**src/rtl/vid_pkg.sv**
```systemverilog
package vid_pkg;

    // Scan phase of one axis
    typedef enum logic [1:0] {
        PH_VIS   = 2'd0,
        PH_FRONT = 2'd1,
        PH_SYNC  = 2'd2,
        PH_BACK  = 2'd3
    } phase_e;

    // Half-open window pair: lit when x in [xlo,xhi) or y in [ylo,yhi)
    typedef struct packed {
        logic [15:0] xlo;
        logic [15:0] xhi;
        logic [15:0] ylo;
        logic [15:0] yhi;
    } win_t;

    function automatic logic in_win(input win_t w, input logic [15:0] x, input logic [15:0] y);
        return ((x >= w.xlo) && (x < w.xhi)) || ((y >= w.ylo) && (y < w.yhi));
    endfunction

endpackage

```
**src/rtl/vid_scan_axis.sv**
```systemverilog
module vid_scan_axis
    import vid_pkg::*;
#(
    parameter int unsigned VIS = 1280,
    parameter int unsigned FP  = 32,
    parameter int unsigned SY  = 192,
    parameter int unsigned BP  = 96,
    localparam int unsigned TOTAL = VIS + FP + SY + BP,
    localparam int unsigned PW    = $clog2(TOTAL)
) (
    input  logic          clk,
    input  logic          rst,
    input  logic          step,
    output logic [PW-1:0] pos,
    output phase_e        phase,
    output logic          wrap
);

    localparam logic [PW-1:0] LAST_VIS = PW'(VIS - 1);
    localparam logic [PW-1:0] LAST_FP  = PW'(VIS + FP - 1);
    localparam logic [PW-1:0] LAST_SY  = PW'(VIS + FP + SY - 1);
    localparam logic [PW-1:0] LAST     = PW'(TOTAL - 1);

    phase_e nxt_phase;

    // Next-phase and wrap decode
    always_comb begin
        wrap      = step && (pos == LAST);
        nxt_phase = phase;
        if (step) begin
            unique case (phase)
                PH_VIS:   if (pos == LAST_VIS) nxt_phase = PH_FRONT;
                PH_FRONT: if (pos == LAST_FP)  nxt_phase = PH_SYNC;
                PH_SYNC:  if (pos == LAST_SY)  nxt_phase = PH_BACK;
                PH_BACK:  if (pos == LAST)     nxt_phase = PH_VIS;
            endcase
        end
    end

    // State register
    always_ff @(posedge clk) begin
        if (rst) begin
            phase <= PH_VIS;
            pos   <= '0;
        end else if (step) begin
            phase <= nxt_phase;
            pos   <= wrap ? '0 : pos + 1'b1;
        end
    end

endmodule

```
**src/rtl/vid_colour_gate.sv**
```systemverilog
module vid_colour_gate
    import vid_pkg::*;
#(
    parameter win_t DIM_WIN    = '0,
    parameter win_t BRIGHT_WIN = '0,
    parameter int unsigned XW  = 11,
    parameter int unsigned YW  = 10
) (
    input  logic [XW-1:0] x,
    input  logic [YW-1:0] y,
    input  logic          visible,
    input  logic          en,
    output logic [1:0]    lvl
);

    logic [15:0] xe;
    logic [15:0] ye;
    logic        gate;

    always_comb begin
        xe     = 16'(x);
        ye     = 16'(y);
        gate   = visible && en;
        lvl[0] = gate && in_win(DIM_WIN, xe, ye);
        lvl[1] = gate && in_win(BRIGHT_WIN, xe, ye);
    end

endmodule

```
**src/rtl/vid_bar_gen.sv**
```systemverilog
module vid_bar_gen
    import vid_pkg::*;
#(
    parameter int unsigned H_VIS = 1280,
    parameter int unsigned H_FP  = 32,
    parameter int unsigned H_SY  = 192,
    parameter int unsigned H_BP  = 96,
    parameter int unsigned V_VIS = 480,
    parameter int unsigned V_FP  = 10,
    parameter int unsigned V_SY  = 2,
    parameter int unsigned V_BP  = 33,
    parameter win_t RED_DIM = '{xlo: 16'd0,    xhi: 16'd200,   ylo: 16'd81,  yhi: 16'hFFFF},
    parameter win_t RED_BRT = '{xlo: 16'd201,  xhi: 16'd400,   ylo: 16'd81,  yhi: 16'd160},
    parameter win_t GRN_DIM = '{xlo: 16'd640,  xhi: 16'hFFFF,  ylo: 16'd0,   yhi: 16'd40},
    parameter win_t GRN_BRT = '{xlo: 16'd701,  xhi: 16'd900,   ylo: 16'd301, yhi: 16'd360},
    parameter win_t BLU_DIM = '{xlo: 16'd1001, xhi: 16'hFFFF,  ylo: 16'd401, yhi: 16'hFFFF},
    parameter win_t BLU_BRT = '{xlo: 16'd1001, xhi: 16'd1200,  ylo: 16'd201, yhi: 16'd240},
    localparam int unsigned H_TOTAL = H_VIS + H_FP + H_SY + H_BP,
    localparam int unsigned V_TOTAL = V_VIS + V_FP + V_SY + V_BP,
    localparam int unsigned HPW     = $clog2(H_TOTAL),
    localparam int unsigned VPW     = $clog2(V_TOTAL),
    localparam int unsigned NCOL    = 3
) (
    input  logic       clk,
    input  logic       rst,
    input  logic       en_red,
    input  logic       en_grn,
    input  logic       en_blu,
    output logic       hsync_n,
    output logic       vsync_n,
    output logic [1:0] red_o,
    output logic [1:0] grn_o,
    output logic [1:0] blu_o
);

    function automatic win_t dim_of(input int c);
        case (c)
            0:       return RED_DIM;
            1:       return GRN_DIM;
            default: return BLU_DIM;
        endcase
    endfunction

    function automatic win_t brt_of(input int c);
        case (c)
            0:       return RED_BRT;
            1:       return GRN_BRT;
            default: return BLU_BRT;
        endcase
    endfunction

    logic [HPW-1:0]    h_pos;
    logic [VPW-1:0]    v_pos;
    phase_e            h_phase;
    phase_e            v_phase;
    logic              h_wrap;
    logic              v_wrap;
    logic              visible;
    logic [NCOL-1:0]   en_vec;
    logic [2*NCOL-1:0] col_d;
    logic [2*NCOL-1:0] col_q;

    // Horizontal axis steps every clock
    vid_scan_axis #(.VIS(H_VIS), .FP(H_FP), .SY(H_SY), .BP(H_BP)) u_h_axis (
        .clk   (clk),
        .rst   (rst),
        .step  (1'b1),
        .pos   (h_pos),
        .phase (h_phase),
        .wrap  (h_wrap)
    );

    // Vertical axis steps on line wrap
    vid_scan_axis #(.VIS(V_VIS), .FP(V_FP), .SY(V_SY), .BP(V_BP)) u_v_axis (
        .clk   (clk),
        .rst   (rst),
        .step  (h_wrap),
        .pos   (v_pos),
        .phase (v_phase),
        .wrap  (v_wrap)
    );

    assign visible = (h_phase == PH_VIS) && (v_phase == PH_VIS);
    assign en_vec  = {en_blu, en_grn, en_red};

    // One region/gate slice per colour
    for (genvar c = 0; c < NCOL; c++) begin : g_col
        vid_colour_gate #(
            .DIM_WIN    (dim_of(c)),
            .BRIGHT_WIN (brt_of(c)),
            .XW         (HPW),
            .YW         (VPW)
        ) u_gate (
            .x       (h_pos),
            .y       (v_pos),
            .visible (visible),
            .en      (en_vec[c]),
            .lvl     (col_d[2*c +: 2])
        );
    end

    // Output register: sync and colour share one stage
    always_ff @(posedge clk) begin
        if (rst) begin
            hsync_n <= 1'b1;
            vsync_n <= 1'b1;
            col_q   <= '0;
        end else begin
            hsync_n <= (h_phase != PH_SYNC);
            vsync_n <= (v_phase != PH_SYNC);
            col_q   <= col_d;
        end
    end

    assign red_o = col_q[1:0];
    assign grn_o = col_q[3:2];
    assign blu_o = col_q[5:4];

endmodule

```
**config.mk**
```make
export PLATFORM = sky130hd
export DESIGN_NAME = vid_bar_gen
export DESIGN_NICKNAME = d
export VERILOG_FILES = /design/src/rtl/vid_pkg.sv /design/src/rtl/vid_scan_axis.sv /design/src/rtl/vid_colour_gate.sv /design/src/rtl/vid_bar_gen.sv
export SDC_FILE = /design/constraint.sdc
export NUM_CORES = 1
export LEC_CHECK = 0
export BUFFER_PORTS_ARGS = -buffer_cell sky130_fd_sc_hd__buf_2
export CELL_PAD_IN_SITES_DETAIL_PLACEMENT = 1
export CELL_PAD_IN_SITES_GLOBAL_PLACEMENT = 2
export CORE_MARGIN = 2
export CORE_UTILIZATION = 38
export CTS_BUF_LIST = sky130_fd_sc_hd__clkbuf_8
export DETAILED_ROUTE_END_ITERATION = 8
export PLACE_DENSITY_LB_ADDON = 0.3
export REMOVE_ABC_BUFFERS = 1
export SETUP_SLACK_MARGIN = 0.5
export SLEW_MARGIN = 20
export SYNTH_ARGS = -nofsm -noshare
export SYNTH_HDL_FRONTEND = slang
export SYNTH_SLANG_ARGS = --single-unit
```
**constraint.sdc**
```tcl
create_clock -name clk -period 2.4 [get_ports clk]
set_input_delay 0.72 -clock clk [delete_from_list [all_inputs] [get_ports clk]]
set_output_delay 0.72 -clock clk [all_outputs]
set_load 0.005 [all_outputs]
```
==> flow_summary.ini, run 1 <==
[sta]
finalSetupViolCount = 0
hold_viol_final = 0
relSlewSlack_pct = 67.6
tightest_slew_ns = 0.480
whs_ns = 0.480
grt_setup_unrepaired = yes
max_clock_freq_mhz = 506
finalCritPeriodShare_pct = 82.3
fin_tns_setup_ns = 0
fin_skew_ns = 0.00223
fin_crit_ns = 1.98
slew_violations = 0

[synthesis]
synth.area.top_cells = dfxtp_1 33%, ha_1 8.2%, nor2_1 5.5%
synthFlopType = dfxtp_1
post-synth-top-area-cell = dfxtp_1
syn_avg_cell_area_um2 = 8.07
ys_warn_count = 0
synth_top_area_share_pct = 33.3
netlist_area_um2 = 1980
synth_seq_area_share_pct = 33.3
synth-edff-count = 0
synth.ff_latch_count = 33
synth.distinct_cells = 47
synthArstFlopShare_pct = 0
synthCells = 246

[place]
place_area_um2 = 2100
routabilityCongestion = 0.758
dp_hpwl_um = 3570
io_buffer_count = 12
dp_cells = 318

[cells_and_area]
fin_area_um2 = 2270
fin_util_pct = 44.7
fin_nets = 273
n_antenna_cell = 0
stdcell_count = 326
drive_above_1_share_pct = 18.8
area_growth_pct = 14.4

[clock_network]
tritoncts = done
post-cts-setup-buffer-count = 0
clk_pin_slew_ns = 0.07
worstSkewPairLatency_ns = 0.29
cts_sinks = 33
cts_root_buf = clkbuf_8
htree_levels = 2
numCtsBuffers = 5
clockBufferDepth = 2

[routing]
viasPerCell = 5.22
drt-wirelength-per-cell_um = 15.1
drt-total-wl_um = 4920
drtAntennaViolNets = 0
drt-initial-drc-count = 55
vias = 1702
firstDrtPassIters = 4
drcViolationCount = 0

[power_and_ir_drop]
p_per_area_nw_per_um2 = 490
power_leakage_nw = 0.829
vdd_drop_max_mv = 0.266

[floorplan]
dieArea_um2 = 5820
core_area_um2 = 5070
die_y_um = 76.3
rows = 26
die_w_um = 76.3
num_io_pins = 13
initial_core_util_pct = 39.1

[global_routing]
antenna_found_initial = 0
grt_pass1_wl_um = 8110
grt_max_degree = 14
overflow = 0
grt_use_total_pct = 17.4
grt_pass1_vias = 1690

[setup_path]
ff2ff_setup_slack_ns = 0.42
crit_required_ns = 2.62
crit_type = flop to flop
critPathMaxFanout = 8
startpoint_type = flop
critPathArrivalTime_ns = 2.20
end_kind = flop

[outcome]
status = completed

[min_path]
hold_class = flop to flop

[flow_run]
cap_violations = 0
## power breakdown
part	internal, W	leakage [nW]	switching, W	total [W]
combinational	0.0000558	0.514	0.0000637	0.000120
sequential	0.000563	0.270	0.0000151	0.000578
clock	0.000200	0.0439	0.000215	0.000415
## cell type report
cell class | count | area, um2
Inverter | 12 | 45.0
Clock buffer | 5 | 68.8
Timing Repair Buffer | 19 | 116
Fill cell | 632 | 2800
Clock inverter | 3 | 17.5
Tap cell | 70 | 87.6
Multi-Input combinational cell | 184 | 1260
Sequential cell | 33 | 672
## critical path, cell delays in order (launching register included)
cell,delay [ns]
dfxtp_1,0.43
nor4bb_1,0.44
a31oi_1,0.22
a2111oi_4,0.37
a21boi_2,0.26
mux2i_1,0.19
## synthesized netlist by cell type (all sizes together), types with 4 or more instances
cell type / number
a21oi: 10
a31oi: 8
and3: 5
buf: 9
clkbuf: 8
dfxtp: 33
ha: 13
inv: 12
nand2: 21
nand2b: 10
nand3: 9
nor2: 29
nor3: 9
nor4: 4
o21a: 4
o21ai: 7
or3: 5
xnor2: 10
xor2: 5
## cells in the final DEF, fill, tap and decap left out, types with 2 or more instances in the layout
cell type	instances
nor2_1	29
ha_1	12
dfxtp_1	26
mux2i_1	2
dfxtp_2	6
buf_4	6
nor3_1	9
nand3_1	8
nand2b_1	10
o21ai_0	7
a21oi_1	9
nand2_1	21
nand4_1	2
o2111ai_1	2
buf_2	12
xnor2_1	10
nor4_2	3
and3b_1	2
or3_1	5
clkbuf_8	5
o21a_1	4
and3_1	4
clkinv_2	2
inv_1	12
xor2_1	5
or4b_1	2
and2_1	2
a31oi_1	8
## state kept, by name, summed over array words and instances, names as in the netlist
signal,count
u_h_axis.phase,2
col_q,6
u_v_axis.phase,2
u_h_axis.pos,11
u_v_axis.pos,10
hsync_n,1
vsync_n,1
## path summary, 6_finish.rpt
check                              endpoint                         start  cells past startpoint
max          u_v_axis.phase[1]$_SDFFE_PP0P_  u_v_axis.pos[3]$_SDFFE_PP0N_                      5
min              u_h_axis.pos[0]$_SDFF_PP0_    u_h_axis.pos[0]$_SDFF_PP0_                      1
max reg2reg  u_v_axis.phase[1]$_SDFFE_PP0P_  u_v_axis.pos[3]$_SDFFE_PP0N_                      5
min reg2reg      u_h_axis.pos[0]$_SDFF_PP0_    u_h_axis.pos[0]$_SDFF_PP0_                      1
## cell families after synthesis
logic type / after synthesis / share of synthesized area [%]
buf+inv: 29 / 6.37
simple gates: 111 / 29.8
mux: 2 / 1.01
fa+ha+maj: 13 / 8.20
xor+xnor: 15 / 6.62
compound gates: 43 / 14.8
flops: 33 / 33.3
## stage by stage
step                      worst slack [ns]  power (W)
after CTS                            0.487    0.00113
after floorplan                      0.397   0.000675
final                                0.424    0.00111
after detailed placement             0.383   0.000713
after global routing                 0.324    0.00119
after global placement               0.420   0.000711
## layer usage
metal	GRT usage, %	up-vias	share of wire [%]
met1	22.0	817	47
met2	29.3	10	50
met4	6.00	0	1.3
li1	-	869	-
met3	4.03	6	1.6
met5	0	-	0
## what timing repair did
action | in CTS | in global routing
pin swaps | 0 | 3
hold buffers | 0 | 0
gates resized for setup | 11 | 11
setup endpoints to repair | 8 | 24
gates cloned | 0 | 0
(Power assumes the default switching activity.)
==> run 2, diff against run 1 <==
--- a/config.mk
+++ b/config.mk
@@ -5,11 +5,12 @@
 export SDC_FILE = /design/constraint.sdc
 export NUM_CORES = 1
 export LEC_CHECK = 0
+export ABC_AREA = 1
 export BUFFER_PORTS_ARGS = -buffer_cell sky130_fd_sc_hd__buf_2
 export CELL_PAD_IN_SITES_DETAIL_PLACEMENT = 1
 export CELL_PAD_IN_SITES_GLOBAL_PLACEMENT = 2
 export CORE_MARGIN = 2
-export CORE_UTILIZATION = 38
+export CORE_UTILIZATION = 31
 export CTS_BUF_LIST = sky130_fd_sc_hd__clkbuf_8
 export DETAILED_ROUTE_END_ITERATION = 8
 export PLACE_DENSITY_LB_ADDON = 0.3
==> constraint.sdc (replaced) <==
create_clock -name clk -period 1.75 [get_ports clk]
set_input_delay 0.525 -clock clk [delete_from_list [all_inputs] [get_ports clk]]
set_output_delay 0.525 -clock clk [all_outputs]
set_load 0.005 [all_outputs]
==> run 2 against run 1 <==
- via count is 30% higher
- first-iteration DRC count is 1.8% higher
- register-to-register slack worse by 0.09 ns
- die area is 29% higher
- clock power is 83% higher
- global-route usage is 1.2 points higher
- combinational power is 25% lower
- final area is 36% higher
- routed wire length is 42% higher
- sequential share of layout area is 6.1 points lower
- critical path type unchanged
==> flow_summary.ini, run 2 <==
[synthesis]
synth_commonest_cells = 76 x nand2_1, 51 x nor2_1, 43 x inv_1
ys_warn_count = 0
syn_avg_cell_area_um2 = 6.50
synth.ff_latch_count = 33
synth_fa_ha_area_share_pct = 7.70
netlist_area_um2 = 2110
synth_compound_area_share_pct = 9.89
synth.most_common_cell = nand2_1
synth.area.mux_share_pct = 0
synthArstFlopShare_pct = 0
synth_top_area_share_pct = 31.3
synthFlopType = dfxtp_1
synth_top_family_by_area = simple AND/OR/NAND/NOR gates
yosys.area_share.simple_pct = 39.1
synth_seq_area_share_pct = 31.3
synth-xor-area-share_pct = 2.90
synthCells = 325
synth.distinct_cells = 31
post-synth-top-area-cell = dfxtp_1
synth-edff-count = 0
synth.area.top_cells = dfxtp_1 31%, nand2_1 13%, nor2_1 9.1%

[routing]
drtAntennaViolNets = 0
vias = 2210
viasPerCell = 4.93
drt-wirelength-per-cell_um = 15.6
drt-initial-drc-count = 56
drcViolationCount = 0
firstDrtPassIters = 4
drt-total-wl_um = 7000

[place]
dp_hpwl_um = 4690
pre_cts_ws_ns = 0.0747
io_buffer_count = 12
routabilityCongestion = 0.767
place_area_um2 = 2310

[global_routing]
grt_use_total_pct = 18.6
antenna_found_initial = 0
grt_pass1_vias = 2261
overflow = 0
grt_pass1_wl_um = 10900
grt_max_degree = 12

[cells_and_area]
final_cell_mix = 54 x nand2_1, 38 x nor2_1, 31 x inv_1
drive_above_1_share_pct = 47.6
n_antenna_cell = 0
ff_latch_area_um2 = 726
fill_cells = 815
top_regs = u_h_axis.pos x11, u_v_axis.pos x10, col_q x6
multiInputGateArea_um2 = 1650
fin_util_pct = 46.2
layout_commonest_cell = nand2_1
fin_nets = 385
top_register = u_h_axis.pos
fin_area_um2 = 3090
area_growth_pct = 46.1
largest_register_ffs = 11

[floorplan]
die_y_um = 86.6
rows = 30
initial_core_util_pct = 31.6
die_w_um = 86.6
num_io_pins = 13
dieArea_um2 = 7490
core_area_um2 = 6680

[setup_path]
critPathBufInv = 0
cp_top_family = simple AND/OR/NAND/NOR gates
crit_path_cell_trace = ha_4 > nand3_4 > nor2_4 > nand2_4 > nand2_2 > nand2_2 > and3_1
path_common_cell = nand2_2
end_kind = flop
critPathMaxFanout = 8
crit_type = flop to flop
crit_required_ns = 1.92
crit_slowest_cell = dfxtp_4
critPathMaxStageDelay_ns = 0.38
critPathArrivalTime_ns = 1.59
startpoint_type = flop

[flow_run]
cap_violations = 0

[outcome]
status = completed

[sta]
max_clock_freq_mhz = 704
grt_setup_unrepaired = yes
hold_viol_final = 0
fin_tns_setup_ns = 0
fin_skew_ns = 0.00954
fin_crit_ns = 1.42
finalSetupViolCount = 0
slew_violations = 0
relSlewSlack_pct = 80.4
setup_slack_ns = 0.330
finalCritPeriodShare_pct = 81.1
tightest_slew_ns = 0.291

[min_path]
hold_class = input port to flop

[clock_network]
tritoncts = done
cts_sinks = 33
cts_hold_buf = 0
htree_levels = 2
worstSkewPairLatency_ns = 0.29
clk_pin_slew_ns = 0.08
numCtsBuffers = 5
cts_root_buf = clkbuf_8
clockBufferDepth = 2

[power_and_ir_drop]
p_per_area_nw_per_um2 = 519
power_leakage_nw = 1.38
finalPower_w = 0.00160
vdd_drop_max_mv = 0.252
==> run 2: changes by cell type in the layout (fill, tap and decap cells not counted), moves of 10 or more <==
| cell | previous run | this run |
|---|---|---|
| nand2_2 | 0 | 21 |
| xnor2_1 | 10 | 0 |
| dfxtp_1 | 26 | 9 |
| ha_1 | 12 | 2 |
| dfxtp_4 | 1 | 14 |
| nand2_1 | 21 | 54 |
| inv_1 | 12 | 31 |
| nand2b_1 | 10 | 0 |
| buf_4 | 6 | 24 |
| inv_2 | 0 | 12 |
| nor2_2 | 0 | 12 |
==> run 2: kinds of logic (layout without fill, tap and decap cells) <==
logic type / count (synthesis) / after routing
compound gates: 38 / 38
xor+xnor: 7 / 7
fa+ha+maj: 13 / 13
buf+inv: 50 / 93
flops: 33 / 33
simple gates: 184 / 184
==> run 2: layout make-up <==
type / instances / area share [%]
Multi-Input combinational cell: 242 / 53.6
Sequential cell: 33 / 23.5
Timing Repair Buffer: 41 / 10.4
Inverter: 44 / 5.51
Tap cell: 80 / 3.24
Clock buffer: 6 / 2.67
Clock inverter: 2 / 1.09
==> run 2: worst register-to-register path, cell delays in order (launching register included) <==
cell	delay [ns]
dfxtp_4	0.38
ha_4	0.15
nand3_4	0.09
nor2_4	0.13
nand2_4	0.12
nand2_2	0.12
nand2_2	0.11
and3_1	0.21
==> run 2: final timing paths <==
| path | end | from | depth (start not counted) | slack [ns] |
|---|---|---|---|---|
| setup / recovery | u_v_axis.pos[9]$_SDFFE_PP0N_ | u_h_axis.pos[1]$_SDFF_PP0_ | 7 | 0.33 |
| hold / removal | u_v_axis.pos[8]$_SDFFE_PP0N_ | rst | 2 | 0.44 |
| setup reg to reg | u_v_axis.pos[9]$_SDFFE_PP0N_ | u_h_axis.pos[1]$_SDFF_PP0_ | 7 | 0.33 |
| hold reg to reg | u_v_axis.phase[1]$_SDFFE_PP0P_ | u_v_axis.phase[1]$_SDFFE_PP0P_ | 2 | 0.52 |
==> run 2: through the flow <==
step,hold slack [ns],std cells
after CTS,0.445,443
final,0.442,448
after global routing,0.447,448
after floorplan,0.456,319
after detailed placement,0.491,419
after global placement,0.476,419
==> run 2: routing by layer <==
layer | vias up | share of wire, % | track usage (%)
met3 | 11 | 1.4 | 3.14
met4 | 0 | 1.6 | 4.83
met1 | 1068 | 43 | 22.2
li1 | 1111 | - | -
met2 | 20 | 54 | 34.5
met5 | - | 0 | 0
==> run 2: power by group <==
| group | internal [W] | leakage (nW) | switching (W) | total, W |
|---|---|---|---|---|
| logic | 0.0000397 | 1.04 | 0.0000500 | 0.0000897 |
| clock network | 0.000459 | 0.0626 | 0.000302 | 0.000761 |
| registers | 0.000741 | 0.282 | 0.00000972 | 0.000751 |
| total | 0.00124 | 1.38 | 0.000361 | 0.00160 |
==> run 2: timing repair <==
action                     4_1_cts  5_1_grt
setup endpoints to repair       31       39
gates resized for setup         72       91
setup buffers                   16        5
pin swaps                       18       27
==> run 3, diff against run 2 <==
--- a/config.mk
+++ b/config.mk
@@ -5,12 +5,12 @@
 export SDC_FILE = /design/constraint.sdc
 export NUM_CORES = 1
 export LEC_CHECK = 0
-export ABC_AREA = 1
+export ABC_AREA = 0
 export BUFFER_PORTS_ARGS = -buffer_cell sky130_fd_sc_hd__buf_2
 export CELL_PAD_IN_SITES_DETAIL_PLACEMENT = 1
 export CELL_PAD_IN_SITES_GLOBAL_PLACEMENT = 2
 export CORE_MARGIN = 2
-export CORE_UTILIZATION = 31
+export CORE_UTILIZATION = 34
 export CTS_BUF_LIST = sky130_fd_sc_hd__clkbuf_8
 export DETAILED_ROUTE_END_ITERATION = 8
 export PLACE_DENSITY_LB_ADDON = 0.3
==> constraint.sdc (replaced) <==
create_clock -name clk -period 1.2 [get_ports clk]
set_input_delay 0.36 -clock clk [delete_from_list [all_inputs] [get_ports clk]]
set_output_delay 0.36 -clock clk [all_outputs]
set_load 0.005 [all_outputs]
==> run 3 against run 2 <==
- the run now ends with setup timing left
- clock skew fell by 0.0031 ns
- non-clock buffer count up 53
- utilization grew 14 points
- setup slack got worse by 1.0 ns
- critical path type unchanged
- critical endpoint is now col_q[1]$_SDFF_PP0_
- largest cell class unchanged
- largest power group is now registers
- highest routed layer unchanged
==> flow_summary.ini, run 3 (synthesized netlist as in run 1, its figures left out) <==
[outcome]
status = finished, violations left
violations = setup timing

[cells_and_area]
drive_above_1_share_pct = 55.5
n_antenna_cell = 0
top_register = u_h_axis.pos
layout_commonest_cell = buf_4
fin_area_um2 = 3340
fill_cells = 648
area_growth_pct = 68.4
largest_register_ffs = 11
final_cell_mix = 59 x buf_4, 26 x nor2_1, 21 x buf_6
fin_nets = 348
top_regs = u_h_axis.pos x11, u_v_axis.pos x10, col_q x6
fin_util_pct = 60.0

[place]
pre_cts_ws_ns = -0.735
place_area_um2 = 2520
routabilityCongestion = 0.798
io_buffer_count = 12
dp_hpwl_um = 4470

[setup_path]
end_kind = flop
critPathMaxStageDelay_ns = 0.49
critPathMaxFanout = 3
critPathArrivalTime_ns = 2.08
crit_type = flop to flop
startpoint_type = flop
crit_slowest_cell = or4b_4
crit_required_ns = 1.39
crit_path_cell_trace = inv_4 > buf_4 > buf_6 > ha_4 > or4b_4 > a21oi_4 > nand2b_4 > o21a_1 > o2bb2ai_2

[sta]
slew_violations = 0
hold_viol_final = 0
max_clock_freq_mhz = 527
setup_slack_ns = -0.698
finalCritPeriodShare_pct = 158
grt_setup_unrepaired = yes
tightest_slew_ns = 0.466
fin_skew_ns = 0.00642
fin_crit_ns = 1.90
whs_ns = 0.319
relSlewSlack_pct = 68.7
finalSetupViolCount = 31

[min_path]
hold_class = input port to flop

[clock_network]
clockBufferDepth = 2
cts_sinks = 33
tritoncts = done
cts_root_buf = clkbuf_8
cts_hold_buf = 0
clk_pin_slew_ns = 0.07
htree_levels = 2
numCtsBuffers = 5
worstSkewPairLatency_ns = 0.30

[global_routing]
antenna_found_initial = 0
grt_pass1_wl_um = 11300
overflow = 0
grt_max_degree = 13
grt_use_total_pct = 23.1
grt_pass1_vias = 2293

[power_and_ir_drop]
power_leakage_nw = 1.36
vdd_drop_max_mv = 0.585
p_per_area_nw_per_um2 = 755

[routing]
drtAntennaViolNets = 0
drt-total-wl_um = 7100
firstDrtPassIters = 4
viasPerCell = 5.28
drt-wirelength-per-cell_um = 17.7
vias = 2124
drcViolationCount = 0
drt-initial-drc-count = 85

[floorplan]
die_y_um = 80.4
core_area_um2 = 5570
initial_core_util_pct = 35.6
dieArea_um2 = 6460
rows = 27
die_w_um = 80.4
num_io_pins = 13

[flow_run]
cap_violations = 0
==> run 3: cell types whose count changed in the layout (fill, tap and decap cells not counted), sizes merged, moves of 4 or more <==
cell,previous run,this run
a21oi,18,10
a31oi,1,8
and3,1,5
buf,41,94
inv,45,13
nand2,81,21
nand2b,0,10
nand3,30,9
nor2,58,29
o21ai,12,7
or3,0,5
xnor2,0,10
==> run 3: power by group <==
part	internal [W]	total (W)	switching, W	leakage [nW]
Clock	0.000447	0.000875	0.000428	0.0485
Combinational	0.000263	0.000492	0.000228	1.03
Sequential	0.00113	0.00116	0.0000266	0.274
==> run 3: routing by layer <==
metal / GRT usage [%] / vias up / routed length [um]
met5: 0 / - / 0
met2: 42.3 / 29 / 3800
met1: 26.5 / 1053 / 2940
li1: - / 1026 / -
met4: 8.47 / 0 / 166
met3: 4.27 / 16 / 193
==> run 3: cell type report <==
class	count	area [um2]	area share (%)
Multi-Input combinational cell	184	1640	49.0
Inverter	12	47.5	1.42
Timing Repair Buffer	94	797	23.8
Sequential cell	33	684	20.5
Clock buffer	6	82.6	2.47
Tap cell	72	90.1	2.70
Clock inverter	1	3.75	0.112
==> run 3: metrics by stage <==
stage	setup TNS, ns	instances	total power (W)
3_5_place_dp	-12.46	374	0.00153
3_3_place_gp	-11.19	374	0.00151
6_report	-11.66	402	0.00252
4_1_cts	-10.68	395	0.00254
5_1_grt	-13.61	402	0.00263
2_1_floorplan	-13.64	229	0.00135
==> run 3: what timing repair did <==
item                       4_1_cts  5_1_grt
setup endpoints to repair       41       41
gates resized for setup        105       28
buffers inserted                12        7
cloned                           2        0
pin swaps                       38       21
==> run 3: path summary, 6_finish.rpt <==
path,end,slack (ns),cells past startpoint,from
worst max-delay path,col_q[1]$_SDFF_PP0_,-0.70,9,u_v_axis.pos[1]$_SDFFE_PP0N_
worst max register to register,col_q[1]$_SDFF_PP0_,-0.70,9,u_v_axis.pos[1]$_SDFFE_PP0N_
worst min register to register,u_h_axis.pos[0]$_SDFF_PP0_,0.57,2,u_h_axis.pos[0]$_SDFF_PP0_
worst min-delay path,col_q[2]$_SDFF_PP0_,0.32,3,en_grn
==> run 3: critical path, delay by kind of cell, from the launching register on <==
family,cells,cell delay [ns]
buf+inv,3,0.27
simple gates,2,0.64
flops,1,0.37
fa+ha+maj,1,0.16
compound gates,3,0.34
